===== src/rtl/sysexc_pkg.sv =====
package sysexc_pkg;
  localparam int DATA_W  = 32;
  localparam int ADDR_W  = 2;
  localparam int NPEND   = 3;   // 0 tick, 1 deferred-service, 2 NMI
  localparam int KEY_W   = 16;
  localparam logic [KEY_W-1:0] WR_KEY = 16'h05FA;
  localparam logic [KEY_W-1:0] RD_KEY = 16'hFA05;
  localparam int RST_BIT  = 2;
  localparam int VB_LOW   = 7;
  localparam int RTB_BIT  = 11;
  localparam int PVEC_LSB = 12;
  localparam int EXT_BIT  = 22;
  localparam int FEN_LSB  = 16;

  typedef enum logic [ADDR_W-1:0] {
    SEL_STATE  = 2'd0,
    SEL_VBASE  = 2'd1,
    SEL_RSTCTL = 2'd2,
    SEL_HSTAT  = 2'd3
  } sel_e;

  // set bit position in a state write, per pending index
  function automatic int set_pos(input int i);
    case (i)
      0:       return 26;
      1:       return 28;
      default: return 31;
    endcase
  endfunction

  // clear bit position, -1 when the exception has no clear bit
  function automatic int clr_pos(input int i);
    case (i)
      0:       return 25;
      1:       return 27;
      default: return -1;
    endcase
  endfunction
endpackage


===== src/rtl/sx_pend_cell.sv =====
module sx_pend_cell (
  input  logic clk,
  input  logic rst,
  input  logic sw_set,
  input  logic sw_clr,
  input  logic hw_set,
  output logic pend_q
);
  always_ff @(posedge clk) begin
    if (rst)                   pend_q <= 1'b0;
    else if (sw_set || hw_set) pend_q <= 1'b1;
    else if (sw_clr)           pend_q <= 1'b0;
  end

  // set beats clear in one write
  a_r3_set_wins: assert property (@(posedge clk) disable iff (rst)
    (sw_set && sw_clr) |=> pend_q);
  // hardware set beats software clear
  a_r4_hw_wins: assert property (@(posedge clk) disable iff (rst)
    hw_set |=> pend_q);
  // a lone clear empties the bit
  a_r2_clear: assert property (@(posedge clk) disable iff (rst)
    (sw_clr && !sw_set && !hw_set) |=> !pend_q);
endmodule


===== src/rtl/sx_key_reset.sv =====
module sx_key_reset
  import sysexc_pkg::*;
(
  input  logic             clk,
  input  logic             rst,
  input  logic             wr_hit,
  input  logic [KEY_W-1:0] key_in,
  input  logic             req_bit,
  output logic             req_q
);
  always_ff @(posedge clk) begin
    if (rst) req_q <= 1'b0;
    else     req_q <= wr_hit && (key_in == WR_KEY) && req_bit;
  end

  // no request without a keyed write carrying the request bit
  a_r7_keyed_only: assert property (@(posedge clk) disable iff (rst)
    (req_q && !$past(rst)) |-> ($past(wr_hit) && $past(key_in) == WR_KEY && $past(req_bit)));
endmodule


===== src/rtl/sx_read_mux.sv =====
module sx_read_mux
  import sysexc_pkg::*;
#(
  parameter int VEC_W = 9
) (
  input  sel_e              sel,
  input  logic              act_valid,
  input  logic [VEC_W-1:0]  act_vec,
  input  logic              act_nested,
  input  logic              pnd_valid,
  input  logic [VEC_W-1:0]  pnd_vec,
  input  logic              ext_pend,
  input  logic [NPEND-1:0]  pend_q,
  input  logic [DATA_W-1:0] vbase,
  input  logic [6:0]        hs_active,
  input  logic [3:0]        hs_pend,
  input  logic [2:0]        fault_en,
  output logic [DATA_W-1:0] rd_word
);
  logic [DATA_W-1:0] st_word, hs_word;

  always_comb begin
    st_word = '0;
    st_word[VEC_W-1:0]        = act_valid ? act_vec : '0;
    st_word[RTB_BIT]          = !act_valid || !act_nested;
    st_word[PVEC_LSB +: VEC_W] = pnd_valid ? pnd_vec : '0;
    st_word[EXT_BIT]          = ext_pend;
    for (int i = 0; i < NPEND; i++) st_word[set_pos(i)] = pend_q[i];
  end

  always_comb begin
    hs_word = '0;
    hs_word[0]  = hs_active[0];
    hs_word[1]  = hs_active[1];
    hs_word[3]  = hs_active[2];
    hs_word[7]  = hs_active[3];
    hs_word[8]  = hs_active[4];
    hs_word[10] = hs_active[5];
    hs_word[11] = hs_active[6];
    hs_word[15:12]          = hs_pend;
    hs_word[FEN_LSB +: 3]   = fault_en;
  end

  always_comb begin
    case (sel)
      SEL_STATE:  rd_word = st_word;
      SEL_VBASE:  rd_word = vbase;
      SEL_RSTCTL: rd_word = {RD_KEY, {(DATA_W-KEY_W){1'b0}}};
      default:    rd_word = hs_word;
    endcase
  end
endmodule


===== src/rtl/sysexc_ctrl_regs.sv =====
module sysexc_ctrl_regs
  import sysexc_pkg::*;
#(
  parameter int VEC_W = 9
) (
  input  logic              clk,
  input  logic              rst,
  input  logic              wr_en,
  input  logic              rd_en,
  input  logic [1:0]        addr,
  input  logic [31:0]       wdata,
  output logic [31:0]       rdata,
  input  logic [2:0]        hw_set,
  input  logic              act_valid,
  input  logic [VEC_W-1:0]  act_vec,
  input  logic              act_nested,
  input  logic              pnd_valid,
  input  logic [VEC_W-1:0]  pnd_vec,
  input  logic              ext_pend,
  input  logic [6:0]        hs_active,
  input  logic [3:0]        hs_pend,
  output logic [2:0]        pend_out,
  output logic [2:0]        fault_en,
  output logic [31:0]       vbase,
  output logic              sys_rst_req
);
  sel_e sel;
  logic wr_state, wr_vbase, wr_rst, wr_hstat;
  logic [DATA_W-1:0] rd_word;
  logic unused_wbits;

  assign sel      = sel_e'(addr);
  assign wr_state = wr_en && (sel == SEL_STATE);
  assign wr_vbase = wr_en && (sel == SEL_VBASE);
  assign wr_rst   = wr_en && (sel == SEL_RSTCTL);
  assign wr_hstat = wr_en && (sel == SEL_HSTAT);
  assign unused_wbits = ^{wdata[6:3], wdata[1:0]};

  for (genvar i = 0; i < NPEND; i++) begin : g_pend
    logic clr_req;
    if (clr_pos(i) >= 0) begin : g_clr
      assign clr_req = wr_state && wdata[clr_pos(i)];
    end else begin : g_noclr
      assign clr_req = 1'b0;
    end
    sx_pend_cell u_cell (
      .clk    (clk),
      .rst    (rst),
      .sw_set (wr_state && wdata[set_pos(i)]),
      .sw_clr (clr_req),
      .hw_set (hw_set[i]),
      .pend_q (pend_out[i])
    );
  end

  always_ff @(posedge clk) begin
    if (rst) begin
      vbase    <= '0;
      fault_en <= '0;
      rdata    <= '0;
    end else begin
      if (wr_vbase) vbase    <= {wdata[DATA_W-1:VB_LOW], {VB_LOW{1'b0}}};
      if (wr_hstat) fault_en <= wdata[FEN_LSB +: 3];
      if (rd_en)    rdata    <= rd_word;
    end
  end

  sx_key_reset u_key (
    .clk     (clk),
    .rst     (rst),
    .wr_hit  (wr_rst),
    .key_in  (wdata[DATA_W-1 -: KEY_W]),
    .req_bit (wdata[RST_BIT]),
    .req_q   (sys_rst_req)
  );

  sx_read_mux #(.VEC_W(VEC_W)) u_mux (
    .sel        (sel),
    .act_valid  (act_valid),
    .act_vec    (act_vec),
    .act_nested (act_nested),
    .pnd_valid  (pnd_valid),
    .pnd_vec    (pnd_vec),
    .ext_pend   (ext_pend),
    .pend_q     (pend_out),
    .vbase      (vbase),
    .hs_active  (hs_active),
    .hs_pend    (hs_pend),
    .fault_en   (fault_en),
    .rd_word    (rd_word)
  );

  // base keeps the upper write bits, low bits zero
  a_r6_vbase_write: assert property (@(posedge clk) disable iff (rst)
    wr_vbase |=> (vbase[31:7] == $past(wdata[31:7]) && vbase[6:0] == 7'd0));
  // enables follow a handler status write
  a_r9_fault_en: assert property (@(posedge clk) disable iff (rst)
    wr_hstat |=> (fault_en == $past(wdata[18:16])));
  // reset control reads show the read key
  a_r7_rd_key: assert property (@(posedge clk) disable iff (rst)
    (rd_en && sel == SEL_RSTCTL) |=> (rdata == 32'hFA05_0000));
  // state read carries NMI pending at bit 31
  a_r5_nmi_bit: assert property (@(posedge clk) disable iff (rst)
    (rd_en && sel == SEL_STATE) |=> (rdata[31] == $past(pend_out[2])));
endmodule


===== config.mk =====
export PLATFORM = sky130hd
export DESIGN_NAME = sysexc_ctrl_regs
export DESIGN_NICKNAME = d
export VERILOG_FILES = /design/src/rtl/sysexc_pkg.sv /design/src/rtl/sx_pend_cell.sv /design/src/rtl/sx_key_reset.sv /design/src/rtl/sx_read_mux.sv /design/src/rtl/sysexc_ctrl_regs.sv
export SDC_FILE = /design/constraint.sdc
export NUM_CORES = 1
export LEC_CHECK = 0
export BUFFER_PORTS_ARGS = -buffer_cell sky130_fd_sc_hd__buf_2
export CORE_ASPECT_RATIO = 1.4
export CORE_UTILIZATION = 45
export DETAILED_ROUTE_END_ITERATION = 7
export GPL_TIMING_DRIVEN = 0
export PLACE_DENSITY = 0.82
export SKIP_CTS_REPAIR_TIMING = 1
export SKIP_LAST_GASP = 1
export SLEW_MARGIN = 0
export SYNTH_ARGS = -nofsm -noshare
export SYNTH_HDL_FRONTEND = slang
export SYNTH_SLANG_ARGS = --single-unit

===== constraint.sdc =====
create_clock -name clk -period 1.6 [get_ports clk]
set_input_delay 0.24 -clock clk [delete_from_list [all_inputs] [get_ports clk]]
set_output_delay 0.24 -clock clk [all_outputs]
set_load 0.02 [all_outputs]

==> results of run 1 <==
## per-layer routing
metal	routed length, um	part of all wire [%]
met5	0	0
met4	214	2.6
met3	390	4.7
met2	4400	53
met1	3340	40
## stage by stage
stage	area (um2)	hold slack [ns]	utilization (%)
5_1_grt	3700	0.143	62.6
2_1_floorplan	2810	0.366	-
6_report	3700	0.120	62.6
4_1_cts	3700	0.112	62.6
3_3_place_gp	3530	0.452	59.9
3_5_place_dp	3530	0.455	59.9
## cell usage in the layout (no fill, tap or decap), drive strengths merged, types with 5 or more instances in the layout
master  count
buf       151
dfxtp      64
nand2      57
a21oi      42
nor2       27
clkbuf     24
a211oi     16
nand2b     14
nand3      13
mux2       10
a22oi       9
conb        7
mux2i       5
clkinv      5
## final cells by class
| cell class | count | area, um2 |
|---|---|---|
| clock inverter | 6 | 36.3 |
| fill | 553 | 2210 |
| sequential | 64 | 1280 |
| tap | 70 | 87.6 |
| multi-input combinational | 233 | 1320 |
| clock buffer | 10 | 128 |
| buffer | 37 | 210 |
| timing repair buffer | 128 | 641 |
## final timing paths
kind | start | to | depth (start not counted)
worst max-delay path | addr[0] | rdata[14] | 5
worst min-delay path | hw_set[2] | g_pend[2].u_cell.pend_q | 3
worst max register to register | vbase[14] | rdata[14] | 3
worst min register to register | rdata[21] | rdata[21] | 2
## critical path: stages
cell	delay, ns
sky130_fd_sc_hd__buf_2	0.11
sky130_fd_sc_hd__buf_2	0.18
sky130_fd_sc_hd__nor3b_2	0.52
sky130_fd_sc_hd__a22oi_1	0.20
sky130_fd_sc_hd__a211oi_1	0.24
## power by group
| part | internal, W | total (W) | switching (W) |
|---|---|---|---|
| combinational | 0.000231 | 0.000567 | 0.000336 |
| sequential | 0.00166 | 0.00170 | 0.0000428 |
| clock | 0.000553 | 0.00117 | 0.000614 |
## state kept, by name (all words and copies together) (netlist names)
signal                count
rdata                    32
vbase                    25
fault_en                  3
g_pend.u_cell.pend_q      3
u_key.req_q               1
## logic make-up after synthesis
| group | count (synthesis) |
|---|---|
| AND/OR/NAND/NOR | 127 |
| AO/OA/AOI/OAI | 84 |
| flip-flops | 64 |
| buffers and inverters | 37 |
| multiplexers | 15 |
| other | 1 |
==> impl_summary.md, run 1 <==
Status
The flow ran to the end, and the final reports show no timing, DRC or antenna violations.

Route
The total length of routed wires is 8.34 mm. In the routed design, unresolved DRC markers number 0. For this run, the detailed router's first-pass iteration total came to 5.

The number of DRC markers in iteration 0 is 161. The count of antenna-violating nets left after detailed routing is 0. The routed length per placed instance is between 15 and 20 um. The detailed-route vias per instance is 5.20. The final route contains 2848 vias.

Power
Total power for the finished layout comes to 0.00344 W. Power spread over the standard cell area amounts to 929 nW/um2. Across the VDD grid, the largest voltage drop is ~510 uV. The reported leakage power is about 1.7 nW.

Timing
The number of max-slew violations in the final report is 0. The clock arrives with 0.00926 ns of skew. For the pin with the worst max-slew slack, the measured transition is 0.564 ns. Summed over all failing endpoints, the final setup total negative slack is 0 ns.

The number of setup violations in the final report is 0. Setup repair after global routing left no endpoint under its margin. The final number of hold-violating endpoints is 0.

The fmax is 809 MHz. The final worst-path cycle share is 77.2%. Once routing completed, OpenROAD measured the worst setup slack at 0.364 ns. The headroom to the max-slew limit is 62.3%. The time the worst path needs with I/O delays and setup is 1.24 ns.

Yosys
The area share of fa/ha/maj cells after synthesis is 0%. The post-synthesis cell area is 2780 um2. The sequential area share after synthesis is between 40% and 50%. The area share of the leading cell type in the synthesized netlist is 46.0%. After synthesis, the cell types taking the most area are sky130_fd_sc_hd__dfxtp_1 (46%), sky130_fd_sc_hd__nand2_1 (7.7%), sky130_fd_sc_hd__a21oi_1 (7.6%). During synthesis, Yosys emitted a total of 0 warnings. Of the total synthesized cell area, the portion taken by AND, OR, NAND and NOR gates is 21.5%. The largest family of logic cells by synthesized area is simple AND/OR/NAND/NOR gates. Measured against the total synthesized area, the mux share comes to 5.84%. The average cell area after synthesis is 8.49 um2. In the synthesized netlist the dominant register cell turns out to be sky130_fd_sc_hd__dfxtp_1. The number of library cell types mapped by synthesis is 33. Of all flip-flops after synthesis, the portion carrying an async set or reset was 0%. In the synthesized netlist, the cells that appear most often are sky130_fd_sc_hd__dfxtp_1 (64), sky130_fd_sc_hd__nand2_1 (57), sky130_fd_sc_hd__a21oi_1 (42). In the post-synthesis netlist, the cell with the most instances is sky130_fd_sc_hd__dfxtp_1. The xor/xnor cell area share of the yosys netlist is 0%. The library cell occupying the most area in the post-synthesis netlist is sky130_fd_sc_hd__dfxtp_1. In this run, synthesis produced a sequential element count of 64.

After technology mapping, the gate count stands at 328. Counting flops with a built-in enable in the synthesized netlist gives 0. The synthesized netlist devotes around a fifth of its cell area to compound gates.

Critical path
The register-to-register setup slack is 0.60 ns. The kind of launch point of the worst setup path is an input port. For the worst setup path, the data required time is about 1.9 ns. The category of the most critical setup path is in2reg. The kind of capture point of the worst setup path is a flop. Along the worst path, the maximum fanout reaches 10. At the worst endpoint, the arrival time is between 1 and 1.5 ns.

Die
The number of core rows is 33. The overall die width is approximately 68 um. The core region is 5900 um2. The effective utilization at floorplan is a little under half. The top-level port count is roughly 150. The die area is ~6500 um2. The die is 95.1 um tall.

Clock network
The number of CTS-inserted buffers is 9. The TritonCTS clock tree is yes. Clock tree synthesis selected as its root buffer the cell sky130_fd_sc_hd__clkbuf_8. The maximum root-to-sink buffer count is 2. The clock reaches the later pin of the worst-skew pair after 0.34 ns. The clock net in this run drives a total of 64 sinks. The CTS clock-pin slew for the worst setup and hold paths is 0.07 ns. The count of H-tree levels built during CTS is 3.

Placement
The number of placed instances with taps included is 532. The worst setup slack before clock tree synthesis is 0.0179 ns. Once detailed placement completed, the half-perimeter wirelength came to between 6 and 7 mm. At the end of routability-driven placement, the weighted congestion stood at about 0.87. In this run the tool buffered the top-level ports with 128 buffer cells.

Finish
The ratio of cells with drive above 1 in the final layout is 37.4%. The non-filler instance count after layout is 548. The area growth from synthesis to final layout is 32.9%. The number of nets in the layout is 547. The diode insertion count for antenna repair is 0.

GRT
The global routing stage identified its most utilized layer as met2. The met3 routing resource usage after global routing is 3.83%. The remaining global-route overflow is 0. Global routing used 46.2% of the available met2 tracks. The number of antenna violations at the first check in global routing is 0. Global routing consumed, over all layers together, around a quarter of the routing resources. The maximum number of pins on one net before global-route repair is 12.

The met1 track demand over resource is 30.3%. The first global-routing pass estimated between 10 and 15 mm of wire. The via count of the first global-routing pass is 2710.

Min path
The worst min-delay path class is in2reg.

Job
Across the run, the number of max-cap violations was 0.
Note: power is estimated with default switching activity, not from simulation.
==> inputs of run 2 (changes only) <==
--- a/config.mk
+++ b/config.mk
@@ -7,10 +7,10 @@
 export LEC_CHECK = 0
 export BUFFER_PORTS_ARGS = -buffer_cell sky130_fd_sc_hd__buf_2
 export CORE_ASPECT_RATIO = 1.4
-export CORE_UTILIZATION = 45
+export CORE_UTILIZATION = 41
 export DETAILED_ROUTE_END_ITERATION = 7
 export GPL_TIMING_DRIVEN = 0
-export PLACE_DENSITY = 0.82
+export PLACE_DENSITY = 0.79
 export SKIP_CTS_REPAIR_TIMING = 1
 export SKIP_LAST_GASP = 1
 export SLEW_MARGIN = 0
==> constraint.sdc (replaced) <==
create_clock -name clk -period 1.1 [get_ports clk]
set_input_delay 0.165 -clock clk [delete_from_list [all_inputs] [get_ports clk]]
set_output_delay 0.165 -clock clk [all_outputs]
set_load 0.02 [all_outputs]
==> run 2 against run 1 <==
Clock power up 74%. Worst hold slack worse by 0.059 ns. Final area grew 2.8%. Highest routed layer unchanged. Global-route usage down 1.9 points. Die area up 9.5%. Cell count increased by 0.91%. Wire length rose by 7.0%. Clock skew is 0.0037 ns lower. Critical path depth shrank 4. Utilization is 4.8 points lower. Register-to-register slack got worse by 0.51 ns.
==> impl_summary.md, run 2 (same netlist as run 1, synthesis figures left out) <==
Status
The run finished with clean final reports.

Timing
The number of max-slew violations in the final report was 0 (unchanged). The measured slew at the worst slew-check pin is 0.553 ns (-0.0105 ns). Derived from the worst setup path, the maximum achievable clock frequency is 921 MHz.

The setup clock skew after layout is 0.00557 ns (-0.00368 ns). The number of setup violations in the final report is 0 (unchanged). The worst hold slack is 0.0609 ns (-0.0587 ns).

The headroom to the max-slew limit is 63.1% (+0.87 points). Of the available clock period, the critical path in the final layout requires 98.7%. The routed design could run at a clock period as short as between 1 and 1.5 ns. Setup repair after global routing left no endpoint under its margin.

The final setup TNS is 0 ns (unchanged). The final number of hold-violating endpoints came to 0 (unchanged).

Clock network
The number of CTS-inserted buffers came to 9 (unchanged). The CTS clock-pin slew for the worst setup and hold paths was 0.07 ns (about the same). The TritonCTS clock tree is yes. The count of H-tree levels built during CTS is 3 (unchanged). The root buffer cell chosen for the clock tree is sky130_fd_sc_hd__clkbuf_8.

The clock network latency to the later pin of the worst-skew pair is 0.34 ns (about the same). The maximum root-to-sink buffer count is 2 (unchanged). The clock sink count is 64 (unchanged).

Critical path
The longest individual stage delay on the worst path came to 0.39 ns (-0.13 ns). STA classifies the critical path startpoint as a flop. The sum of buffers and inverters on the critical path is 1 (-1). The required time at the endpoint of the critical path is 0.94 ns (-0.92 ns).

The largest driver fanout on the critical path is 3 (-7). The category of the most critical setup path is reg2out. The worst setup path is captured at a primary output. The data arrival time at the worst-slack endpoint was 0.92 ns (-0.57 ns). Grouping stages by cell kind, the critical path spends the most delay in flip-flops. Walking the worst path, the cells encountered are buf_2. The slowest stage of the critical path is the sky130_fd_sc_hd__dfxtp_1 cell.

GRT
The maximum number of pins on one net before global-route repair is 11 (-1). The number of antenna violations at the first check in global routing was 0 (unchanged). The via count of the first global-routing pass was 2788 (+2.9%). The first-pass GRT wire length came to 13.3 mm (+5.6%). The all-layer global routing usage is 24.6% (-1.9 points).

The remaining global-route overflow came to 0 (unchanged).

Power
The reported leakage power came to 1.75 nW (+2.2%). The sum of internal, switching and leakage power is 0.00537 W (+56%). The power per unit of standard cell area is 1410 nW/um2 (+52%). The maximum VDD drop came to 640 uV (+25%).

Route
The vias after detailed routing is 2951 (+3.6%). The number of optimization iterations in the first detailed-route pass is 4 (-1). The routed length per placed instance is 16.1 um (+6.0%). The number of DRC markers in iteration 0 was 152 (-5.6%). The detailed-route vias per instance came to 5.34 (+2.7%). The total length of routed wires is 8.92 mm (+7.0%). The count of antenna-violating nets left after detailed routing is 0 (unchanged). The count of unresolved DRC violations after routing is 0 (unchanged).

Finish
The library cells used most frequently in the layout, excluding fill and tap cells, are sky130_fd_sc_hd__buf_2 (131), sky130_fd_sc_hd__dfxtp_1 (61), sky130_fd_sc_hd__nand2_1 (57). Counting flops per register, the top entry is rdata. The final-layout fill cell count is 628 (+14%). The final non-filler cell area is 3800 um2 (+2.8%). The diode insertion count for antenna repair is 0 (unchanged). The number of flip-flops in the largest register is 32 (unchanged). Leaving out fill and tap cells, the most frequent cell in the layout is sky130_fd_sc_hd__buf_2.

The non-filler instance count after layout was 553 (+0.91%). The area growth from synthesis to final layout is 36.5%. The largest registers in the layout are rdata: 32 flops, vbase: 25 flops. The ratio of cells with drive above 1 in the final layout is 38.6% (+1.2 points).

The number of nets in the layout is 548 (+0.18%).

Die
The overall die width is 71.6 um (+4.6%). The effective utilization at floorplan is 42.4% (-4.8 points). The area of the core is 6570 um2 (+11%).

The y dimension of the die is 99.5 um (+4.7%). The number of core rows is 35 (+6.1%). The die area is 7130 um2 (+9.5%).

The top-level port count is 145 (unchanged).

Job
The count of max-cap constraint violations is 0 (unchanged).

Placement
The routability-driven placement congestion ratio is 0.872 (+0.77%). The number of port buffers was 128 (unchanged). The placed wire-length estimate is 6.71 mm (+4.0%). The total cell area at the placement stage is 3550 um2 (+0.42%). The number of placed instances with taps included is 536 (+0.75%).

Min path
The worst min-delay path class is in2reg.
==> run 2: cell count changes in the layout (fill, tap and decap cells not counted), sizes merged <==
cell	change
bufinv	+1
buf	+1
clkbuf	+4
clkinv	-5
==> run 2: cell type report <==
| cell class | count | area (um2) | share of cell area (%) |
|---|---|---|---|
| clock inverter | 2 | 37.5 | 0.987 |
| multi-input combinational | 233 | 1330 | 34.9 |
| tap | 74 | 92.6 | 2.44 |
| clock buffer | 14 | 163 | 4.28 |
| timing repair buffer | 131 | 687 | 18.1 |
| sequential | 64 | 1280 | 33.8 |
| buffer | 35 | 209 | 5.50 |
==> run 2: report_power, final <==
| group | internal [W] | switching [W] | total (W) | leakage [nW] |
|---|---|---|---|---|
| Combinational | 0.000356 | 0.000506 | 0.000861 | 1.13 |
| Sequential | 0.00242 | 0.0000640 | 0.00248 | 0.524 |
| Clock | 0.00117 | 0.000857 | 0.00203 | 0.0969 |
==> run 2: worst paths after layout <==
| check | endpoint | slack [ns] | cells past startpoint | from |
|---|---|---|---|---|
| max | vbase[24] | 0.01 | 1 | vbase[24] |
| min | vbase[14] | 0.06 | 3 | wdata[14] |
| max reg2reg | rdata[16] | 0.09 | 3 | fault_en[0] |
| min reg2reg | rdata[9] | 0.47 | 2 | rdata[9] |
==> run 2: layer usage <==
metal  global-route usage (%)  vias up  wire [um]
met1                     27.7     1380       3380
met4                     14.0        0        301
met5                        0        -          0
met2                     43.6      130       4660
met3                     3.65       26        572
li1                         -     1415          -
==> run 2: per-stage QoR <==
step / util (%) / worst slack, ns
3_3_place_gp: 54.0 / -0.352
3_5_place_dp: 54.0 / -0.385
6_report: 57.9 / 0.0141
5_1_grt: 57.9 / 0.000505
4_1_cts: 57.1 / -0.0716
2_1_floorplan: - / -0.0196
